==> src/rtl/wug_pkg.sv <==
package wug_pkg;
  typedef enum logic [1:0] {
    SZ_BYTE = 2'b00,
    SZ_HALF = 2'b01,
    SZ_WORD = 2'b10,
    SZ_RSVD = 2'b11
  } wsize_e;

  typedef enum logic [1:0] {
    ST_IDLE = 2'd0,
    ST_ARM  = 2'd1,
    ST_OPEN = 2'd2
  } gate_st_e;
endpackage

==> src/rtl/wug_key_decode.sv <==
module wug_key_decode
  import wug_pkg::*;
#(
  parameter int          ADDR_W  = 4,
  parameter int          DATA_W  = 32,
  parameter logic [ADDR_W-1:0] KEY_OFF = 4'hC,
  parameter logic [7:0]  KEY1    = 8'h80,
  parameter logic [7:0]  KEY2    = 8'h86
) (
  input  logic              wr_en_i,
  input  logic [ADDR_W-1:0] wr_addr_i,
  input  logic [DATA_W-1:0] wr_data_i,
  input  wsize_e            wr_size_i,
  output logic              valid_o,
  output logic              key1_o,
  output logic              key2_o
);
  logic [DATA_W-1:0] val;

  always_comb begin
    unique case (wr_size_i)
      SZ_BYTE: val = DATA_W'(wr_data_i[7:0]);
      SZ_HALF: val = DATA_W'(wr_data_i[15:0]);
      default: val = wr_data_i;
    endcase
  end

  assign valid_o = wr_en_i && (wr_size_i != SZ_RSVD);
  assign key1_o  = valid_o && (wr_addr_i == KEY_OFF) && (val == DATA_W'(KEY1));
  assign key2_o  = valid_o && (wr_addr_i == KEY_OFF) && (val == DATA_W'(KEY2));
endmodule

==> src/rtl/wug_seq.sv <==
module wug_seq
  import wug_pkg::*;
(
  input  logic   clk_i,
  input  logic   rst_ni,
  input  logic   valid_i,
  input  logic   key1_i,
  input  logic   key2_i,
  input  wsize_e size_i,
  output logic   grant_o
);
  gate_st_e state_q, state_d;

  // byte writes never use the opening
  assign grant_o = valid_i && !key1_i && !key2_i && (state_q == ST_OPEN) &&
                   (size_i != SZ_BYTE);

  always_comb begin
    state_d = state_q;
    if (key1_i)                              state_d = ST_ARM;
    else if (key2_i && state_q == ST_ARM)    state_d = ST_OPEN;
    else if (grant_o)                        state_d = ST_IDLE;
  end

  always_ff @(posedge clk_i or negedge rst_ni) begin
    if (!rst_ni) state_q <= ST_IDLE;
    else         state_q <= state_d;
  end
endmodule

==> src/rtl/wug_route.sv <==
module wug_route
  import wug_pkg::*;
#(
  parameter int          ADDR_W    = 4,
  parameter int          PRELOAD_W = 20,
  parameter logic [ADDR_W-1:0] PRE1_OFF = 4'h0,
  parameter logic [ADDR_W-1:0] PRE2_OFF = 4'h4,
  parameter logic [ADDR_W-1:0] CMD_OFF  = 4'hC
) (
  input  logic                 grant_i,
  input  logic [ADDR_W-1:0]    addr_i,
  input  wsize_e               size_i,
  input  logic [PRELOAD_W-1:0] field_i,
  input  logic                 kick_bit_i,
  input  logic                 clr_bit_a_i,
  input  logic                 clr_bit_b_i,
  output logic                 pre1_ld_o,
  output logic                 pre2_ld_o,
  output logic [PRELOAD_W-1:0] preload_o,
  output logic                 cmd_o,
  output logic                 kick_o,
  output logic                 clr_o
);
  logic word_g;
  assign word_g    = grant_i && (size_i == SZ_WORD);
  assign pre1_ld_o = word_g && (addr_i == PRE1_OFF);
  assign pre2_ld_o = word_g && (addr_i == PRE2_OFF);
  assign preload_o = (pre1_ld_o || pre2_ld_o) ? field_i : '0;
  assign cmd_o     = grant_i && (size_i == SZ_HALF) && (addr_i == CMD_OFF);
  assign kick_o    = cmd_o && kick_bit_i;
  assign clr_o     = cmd_o && (clr_bit_a_i || clr_bit_b_i);
endmodule

==> src/rtl/wdt_unlock_gate.sv <==
module wdt_unlock_gate
  import wug_pkg::*;
#(
  parameter int ADDR_W    = 4,
  parameter int DATA_W    = 32,
  parameter int PRELOAD_W = 20,
  parameter int KICK_BIT  = 8,
  parameter int CLR_BIT_A = 9,
  parameter int CLR_BIT_B = 12
) (
  input  logic                 clk_i,
  input  logic                 rst_ni,
  input  logic                 wr_en_i,
  input  logic [ADDR_W-1:0]    wr_addr_i,
  input  logic [DATA_W-1:0]    wr_data_i,
  input  logic [1:0]           wr_size_i,
  output logic                 pre1_ld_o,
  output logic                 pre2_ld_o,
  output logic [PRELOAD_W-1:0] preload_o,
  output logic                 cmd_o,
  output logic                 kick_o,
  output logic                 clr_o
);
  wsize_e size;
  logic   valid, key1, key2, grant;

  assign size = wsize_e'(wr_size_i);

  wug_key_decode #(.ADDR_W(ADDR_W), .DATA_W(DATA_W)) u_dec (
    .wr_en_i  (wr_en_i),
    .wr_addr_i(wr_addr_i),
    .wr_data_i(wr_data_i),
    .wr_size_i(size),
    .valid_o  (valid),
    .key1_o   (key1),
    .key2_o   (key2)
  );

  wug_seq u_seq (
    .clk_i  (clk_i),
    .rst_ni (rst_ni),
    .valid_i(valid),
    .key1_i (key1),
    .key2_i (key2),
    .size_i (size),
    .grant_o(grant)
  );

  wug_route #(.ADDR_W(ADDR_W), .PRELOAD_W(PRELOAD_W)) u_route (
    .grant_i    (grant),
    .addr_i     (wr_addr_i),
    .size_i     (size),
    .field_i    (wr_data_i[PRELOAD_W-1:0]),
    .kick_bit_i (wr_data_i[KICK_BIT]),
    .clr_bit_a_i(wr_data_i[CLR_BIT_A]),
    .clr_bit_b_i(wr_data_i[CLR_BIT_B]),
    .pre1_ld_o  (pre1_ld_o),
    .pre2_ld_o  (pre2_ld_o),
    .preload_o  (preload_o),
    .cmd_o      (cmd_o),
    .kick_o     (kick_o),
    .clr_o      (clr_o)
  );
endmodule

==> config.mk <==
export PLATFORM = sky130hd
export DESIGN_NAME = wdt_unlock_gate
export DESIGN_NICKNAME = d
export VERILOG_FILES = /design/src/rtl/wug_pkg.sv /design/src/rtl/wug_key_decode.sv /design/src/rtl/wug_seq.sv /design/src/rtl/wug_route.sv /design/src/rtl/wdt_unlock_gate.sv
export SDC_FILE = /design/constraint.sdc
export NUM_CORES = 1
export LEC_CHECK = 0
export BUFFER_PORTS_ARGS = -buffer_cell sky130_fd_sc_hd__buf_4
export CORE_UTILIZATION = 30
export DETAILED_ROUTE_END_ITERATION = 8
export PLACE_DENSITY = 0.83
export SLEW_MARGIN = 10
export SYNTH_ARGS = -nofsm -noshare
export SYNTH_HDL_FRONTEND = slang
export SYNTH_HIERARCHICAL = 1
export SYNTH_SLANG_ARGS = --single-unit
==> constraint.sdc <==
create_clock -name clk_i -period 2 [get_ports clk_i]
set_clock_uncertainty 0.05 [all_clocks]
set_input_delay 0.1 -clock clk_i [delete_from_list [all_inputs] [get_ports clk_i]]
set_output_delay 0.1 -clock clk_i [all_outputs]
set_load 0.01 [all_outputs]
==> impl_results.md, run 1 <==
* Power Internal at 201 uW
* Max_cap viols at 0
* Die width at 48.7 um
* Yosys top cell by area: nor3_2
* Area delta synth->final at 162%
* CTS tree: done
* Htree depth at 1
* R2R Path Start: u_seq/state_q[0]
* Critical path's top delay family: simple AND/OR/NAND/NOR gates
* Reg2Reg Depth at 2
* Top cells by count, synth: 23 x inv_1, 17 x nor3_2, 6 x nor3_1
* Relative slew slack at 51.3%
* Placed Area at 1400 um2
* Asr flop ratio synth at 100%
* Core Area at 2000 um2
* Worst setup EP type: primary output
* Worst vdd ir at 268 uV
* R2R Path End: u_seq/state_q[1]
* Largest stage delay, worst path at 0.47 ns
* Starting Density at 32.7%
* Die area at 2370 um2
* Unrepaired setup endpoints after global routing: yes
* Detailed Place HPWL at 1910 um
* Crit path time final at 2.41 ns
* Fin worst setup slack at -0.411 ns
* Vias in the first global route at 1108
* Largest net degree at the start of global routing at 23
* Setup-failing EPs final at 25
* Synth warn at 6
* Combinational Power Share at 58.4%
* Finished Core Util at 85.8%
* Count of input and output buffers at 65
* Root buf cell: clkbuf_4
* Worst Path Arrival at 2.26 ns
* Yosys cell types at 27
* Final #Nets at 215
* Clock Latency Late Sink at 0.22 ns
* Worst Hold Class: input port to asynchronous set/reset pin
* TNS Setup at -9.25 ns
* Syn Inst Count at 86
* DR pass1 iterations at 4
* Post-synthesis sequential area ratio at 7.65%
* Antenna-violating nets left at 0
* Routability Congestion at 0.757
* Io pins at 66
* Reg with most FFs: u_seq/state_q
* Pwr/cell area at 182 nW/um2
* Syn_nets at 127
* Clk slew on worst S/H paths at 0.03 ns
* Slew Limit Fails at 0
* Top-area cell type share of the netlist area at 26.0%
* Fin area at 1720 um2
* Worst EP required at 1.85 ns
* Maximum buffer depth of the clock tree at 2
* Cell Chain, Critical Path: buf_4 > nor4_2 > nand4_1 > o21ai_2 > and4bb_1 > or3b_4 > nor4b_2 > or3b_4 > buf_6 > nor3_4 > buf_4
* Worst-margin pin slew at 0.731 ns
* WL per Instance at 18.2 um
* Final period util at 121%
* Power share of the clock group at 28.5%
* # DRC at 0
* Mean Syn Cell Area at 7.61 um2
* Slowest CP cell: or3b_4
* Row cnt at 16
* Main area contributors after synthesis: nor3_2 26%, inv_1 13%, dfrtp_1 7.6%, buf_12 6.1%, nor3_4 5.0%
* Number of diodes at 0
* Switching power at 112 uW
* Hold Vio Cnt, Final at 0
* Sequential share of power at 13.1%
* Starting DRT DRC Count at 17
* Gr ovfl total at 0
* Max FO, Critical Path at 4
* Pleak at 0.000931 uW
* Sw Ratio at 35.8%
* Largest regs: u_seq/state_q: 2 flops
* Sink Count at 2
* Total Routed Length at 3620 um
* Status: finished, violations left
* Failing checks: negative setup slack
* Vias at 1042
* Worst Path Buf+Inv at 3
* Setup crit start kind: input port
* Layout cells sized above 1 at 76.2%
* Netlist area before placement at 654 um2
* Seq cells post-synth at 2
* Setup CP Type: input port to primary output
* Most frequent cell after synthesis: inv_1
* Vias/cell at 5.24
* Max reg flops at 2
* FMAX at 415 MHz
* GRT Util Overall at 27.2%
* Num CTS Buffers at 3
* Worst reg-to-reg setup slack at 0.82 ns
* Hold Worst Slack at 0.194 ns
* Global-route wire length before repair at 4930 um
* Top FF cell, synth: dfrtp_1
* Die Height at 48.7 um
* Initial antenna violation count at 0
* Post-synth EDFFs at 0
==> per-stage QoR <==
step / instances / power, uW / worst slack, ns
CTS: 197 / 293 / -0.325
floorplan: 86 / 86.9 / -0.0710
finish: 199 / 313 / -0.411
detailed placement: 192 / 184 / -0.491
global route: 199 / 330 / -0.491
global placement: 192 / 180 / -0.437
==> layout make-up <==
cell class,instances,area (um2)
clock buffer,3,22.5
fill,96,285
inverter,23,86.3
multi-input combinational,56,694
sequential,2,50.0
tap,27,33.8
timing repair buffer,88,830
==> repair_timing <==
item	in CTS	in global routing
cloned	0	1
setup endpoints to repair	25	25
pin swaps	10	18
resized for setup	42	16
hold endpoints to repair	2	0
setup buffers	1	1
hold buffers	1	0
==> power by group through the flow <==
| stage | clock network [uW] | registers [uW] | logic, uW |
|---|---|---|---|
| finish | 89.3 | 40.9 | 183 |
| CTS | 92.4 | 40.9 | 160 |
| detailed placement | 0 | 41.3 | 143 |
| global route | 96.8 | 40.8 | 192 |
| global placement | 0 | 41.3 | 138 |
| floorplan | 0 | 41.3 | 45.6 |
==> layer usage <==
metal	track usage [%]	wire, um
met1	26.0	1340
met2	52.5	1910
met3	6.29	262
met4	14.7	102
met5	0	0
==> kinds of logic after synthesis <==
kind of cell	after synthesis	share of synthesized area, %
compound gates	6	6.69
flops	2	7.65
simple gates	50	62.7
buf+inv	28	22.9
==> worst reg2reg max path, delay by kind of cell (launching register included) <==
kind,cells,cell delay (ns)
simple gates,1,0.41
compound gates,1,0.21
flops,1,0.38
==> worst max-delay path by stage <==
| stage | start | to | slack (ns) | depth (start not counted) |
|---|---|---|---|---|
| 2_1_floorplan | wr_addr_i[3] | preload_o[10] | -0.07 | 9 |
| 3_3_place_gp | wr_en_i | preload_o[1] | -0.44 | 11 |
| 3_5_place_dp | wr_en_i | preload_o[3] | -0.49 | 11 |
| 4_1_cts | u_seq/state_q[0] | clr_o | -0.33 | 6 |
| 5_1_grt | wr_data_i[28] | preload_o[10] | -0.49 | 11 |
| 6_report | wr_data_i[25] | preload_o[10] | -0.41 | 11 |
==> layout by cell type (no fill, tap or decap) <==
| master | Yosys | final |
|---|---|---|
| nor4_2 | 1 | 4 |
| o211a_1 | 1 | 1 |
| nor4_1 | 5 | 1 |
| inv_1 | 23 | 23 |
| clkbuf_16 | 0 | 1 |
| buf_4 | 1 | 51 |
| nor3_2 | 17 | 2 |
| o21ai_2 | 0 | 2 |
| buf_6 | 1 | 33 |
| nor3_4 | 2 | 23 |
| and4bb_1 | 1 | 1 |
| nand4b_1 | 1 | 1 |
| or3b_4 | 1 | 3 |
| dlygate4sd3_1 | 0 | 1 |
| buf_12 | 2 | 2 |
| dfrtp_1 | 2 | 2 |
| nand2_4 | 0 | 1 |
| clkbuf_4 | 0 | 3 |
| nor4b_4 | 0 | 1 |
| a21o_2 | 1 | 1 |
| nand2_2 | 0 | 1 |
| or2b_1 | 1 | 1 |
| nor4b_2 | 1 | 1 |
| a21boi_0 | 1 | 1 |
| nor4_4 | 0 | 1 |
| nand2_1 | 3 | 1 |
| nor2_4 | 0 | 1 |
| nand4_1 | 2 | 2 |
| and4b_1 | 1 | 1 |
| a21o_1 | 1 | 1 |
| nor2_1 | 5 | 4 |
Power figures use the tool's default switching activity.
==> run 2: changes to the inputs <==
--- a/config.mk
+++ b/config.mk
@@ -5,10 +5,10 @@
 export SDC_FILE = /design/constraint.sdc
 export NUM_CORES = 1
 export LEC_CHECK = 0
-export BUFFER_PORTS_ARGS = -buffer_cell sky130_fd_sc_hd__buf_4
 export CORE_UTILIZATION = 30
 export DETAILED_ROUTE_END_ITERATION = 8
-export PLACE_DENSITY = 0.83
+export DONT_BUFFER_PORTS = 1
+export PLACE_DENSITY = 0.56
 export SLEW_MARGIN = 10
 export SYNTH_ARGS = -nofsm -noshare
 export SYNTH_HDL_FRONTEND = slang
==> run 2 against run 1 <==
  * The flow still finishes with violations (negative setup slack)
  * Die area unchanged
  * Count of clock-buffer cells in the layout unchanged
  * Fmax increased by 3.8%
  * Core utilization decreased by 35 points
  * Final cell count decreased by 36%
  * Wire length decreased by 50%
==> impl_results.md, run 2 (synthesized netlist as in run 1, its figures left out) <==
* Sink Count at 2 (unchanged)
* Worst EP required at 1.85 ns (about the same)
* Die area at 2370 um2 (unchanged)
* Slew Limit Fails at 0 (unchanged)
* Worst setup EP type: primary output (unchanged)
* Final period util at 116% (was 121%)
* Slowest CP cell: or3b_4 (unchanged)
* Worst Path Arrival at 2.17 ns (was 2.26 ns)
* Worst Hold Class: input port to asynchronous set/reset pin (unchanged)
* Most common cell after layout, fill and taps aside: inv_1 (was buf_4)
* Routability Congestion at 0.659 (was 0.757)
* Htree depth at 1 (unchanged)
* Global-route wire length before repair at 3030 um (was 4930 um)
* Top cell by count, worst path: or3b_4
* CTS tree: done (unchanged)
* Sw Ratio at 31.8% (was 35.8%)
* Largest stage delay, worst path at 0.46 ns (was 0.47 ns)
* Max_cap viols at 0 (unchanged)
* Max reg flops at 2 (unchanged)
* Vias/cell at 5.13 (was 5.24)
* Detailed Place HPWL at 1440 um (was 1910 um)
* Reg with most FFs: u_seq/state_q (unchanged)
* GRT Util Overall at 16.2% (was 27.2%)
* Count of input and output buffers at 0 (was 65)
* Starting DRT DRC Count at 7 (was 17)
* Crit path time final at 2.32 ns (was 2.41 ns)
* Fin area at 1020 um2 (was 1720 um2)
* Row cnt at 16 (unchanged)
* Die width at 48.7 um (unchanged)
* Max FO, Critical Path at 6 (was 4)
* Final #Nets at 144 (was 215)
* Vias at 656 (was 1042)
* Maximum buffer depth of the clock tree at 2 (unchanged)
* Combinational Power Share at 28.7% (was 58.4%)
* Starting Density at 32.7% (unchanged)
* Setup crit start kind: register (was input port)
* Gr ovfl total at 0 (unchanged)
* DR pass1 iterations at 2 (was 4)
* Largest regs: u_seq/state_q: 2 flops (unchanged)
* # DRC at 0 (unchanged)
* Antenna-violating nets left at 0 (unchanged)
* Root buf cell: clkbuf_4 (unchanged)
* Failing checks: negative setup slack (unchanged)
* Placed Area at 841 um2 (was 1400 um2)
* Relative slew slack at 55.8% (was 51.3%)
* Setup-failing EPs final at 25 (unchanged)
* Unrepaired setup endpoints after global routing: yes (unchanged)
* Placed cell count at 118 (was 192)
* Number of diodes at 0 (unchanged)
* Status: finished, violations left (unchanged)
* Power share of the clock group at 48.7% (was 28.5%)
* FMAX at 430 MHz (was 415 MHz)
* Die Height at 48.7 um (unchanged)
* Commonest cells after routing, fill and taps aside: 23 x inv_1, 19 x nor3_4, 8 x buf_4, 5 x nor4_1, 5 x buf_12 (was 51 x buf_4, 33 x buf_6, 23 x nor3_4, 23 x inv_1)
* Switching power at 57.6 uW (was 112 uW)
* Largest net degree at the start of global routing at 23 (unchanged)
* Cell Chain, Critical Path: or3b_4 > nor4b_2 > or3b_4 > clkbuf_16 > buf_12 > nor3_4 (was buf_4 > nor4_2 > nand4_1 > o21ai_2 > and4bb_1 > or3b_4 > nor4b_2 > or3b_4 > buf_6 > nor3_4 > buf_4)
* Worst vdd ir at 213 uV (was 268 uV)
* Sequential share of power at 22.5% (was 13.1%)
* Pwr/cell area at 178 nW/um2 (was 182 nW/um2)
* Io pins at 66 (unchanged)
* Clk slew on worst S/H paths at 0.03 ns (about the same)
* Num CTS Buffers at 3 (unchanged)
* Setup CP Type: register to primary output (was input port to primary output)
* Total Routed Length at 1810 um (was 3620 um)
* Total chip power at 181 uW (was 313 uW)
* TNS Setup at -6.61 ns (was -9.25 ns)
* Clock Latency Late Sink at 0.22 ns (about the same)
* Fin cells at 128 (was 199)
* Worst-margin pin slew at 0.662 ns (was 0.731 ns)
* Area delta synth->final at 55.4% (was 162%)
* Initial antenna violation count at 0 (unchanged)
* Pleak at 0.000527 uW (was 0.000931 uW)
* Hold Vio Cnt, Final at 0 (unchanged)
* Core Area at 2000 um2 (unchanged)
* Power Internal at 124 uW (was 201 uW)
* WL per Instance at 14.2 um (was 18.2 um)
* Layout cells sized above 1 at 48.5% (was 76.2%)
* Fin worst setup slack at -0.323 ns (was -0.411 ns)
* Vias in the first global route at 720 (was 1108)
==> run 2: cell count changes in the layout (fill, tap and decap cells not counted), moves of 2 or more <==
cell     before  now
nor4_1        1    5
buf_4        51    8
buf_6        33    1
o21ai_2       2    0
o21ai_1       0    2
nor4_2        4    1
nand2_1       1    3
buf_12        2    5
nor3_1        0    3
nor3_4       23   19
==> run 2: power groups by stage <==
stage,registers [uW],clock network [uW],logic (uW)
finish,40.9,88.3,52.1
global route,40.8,99.3,57.3
CTS,40.9,93.1,52.7
detailed placement,41.3,0,49.0
global placement,41.3,0,48.0
floorplan,41.3,0,45.6
==> run 2: layer usage <==
layer,share of wire [%],track usage [%],vias to the layer above
li1,-,-,323
met1,35,15.4,291
met2,52,29.4,42
met3,14,8.49,0
met4,0,5.88,0
met5,0,0,-
==> run 2: what timing repair did <==
action                                  CTS  global route
hold endpoints to repair                  2             0
gates resized for setup                   5             3
gates cloned                              0             1
pin swaps                                 7             6
endpoints found under the setup margin   25            25
buffers inserted                          5             0
hold buffers                              1             0
==> run 2: cell type report <==
| class | instances | area [um2] |
|---|---|---|
| well taps | 27 | 33.8 |
| flip-flops and latches | 2 | 50.0 |
| clock buffers | 3 | 22.5 |
| inverters | 23 | 86.3 |
| fillers | 194 | 985 |
| repair buffers | 17 | 221 |
| multi-input cells | 56 | 603 |
==> run 2: path summary, 6_finish.rpt <==
kind / start / endpoint / cells past startpoint / slack, ns
setup / recovery: u_seq/state_q[0] / preload_o[13] / 6 / -0.32
hold / removal: rst_ni / u_seq/state_q[0] / 1 / 0.06
setup reg to reg: u_seq/state_q[0] / u_seq/state_q[1] / 2 / 0.85
hold reg to reg: u_seq/state_q[0] / u_seq/state_q[0] / 2 / 0.53
max in group asynchronous: rst_ni / u_seq/state_q[1] / 1 / 1.72
min in group clk_i: wr_size_i[0] / u_seq/state_q[1] / 2 / 0.13
==> run 2: per-stage QoR <==
stage / setup slack (ns) / util, % / hold WS (ns)
5_1_grt: -0.401 / 50.8 / 0.0566
3_3_place_gp: -0.340 / 42.0 / -0.246
2_1_floorplan: -0.0710 / - / -0.246
6_report: -0.323 / 50.8 / 0.0572
4_1_cts: -0.341 / 48.9 / 0.0563
3_5_place_dp: -0.359 / 42.0 / -0.246
==> run 2: worst max-delay path, delay by kind of cell, from the launching register on <==
kind,cells,cell delay [ns]
buffers and inverters,2,0.32
DFF,1,0.37
and+or+nand+nor,4,1.26
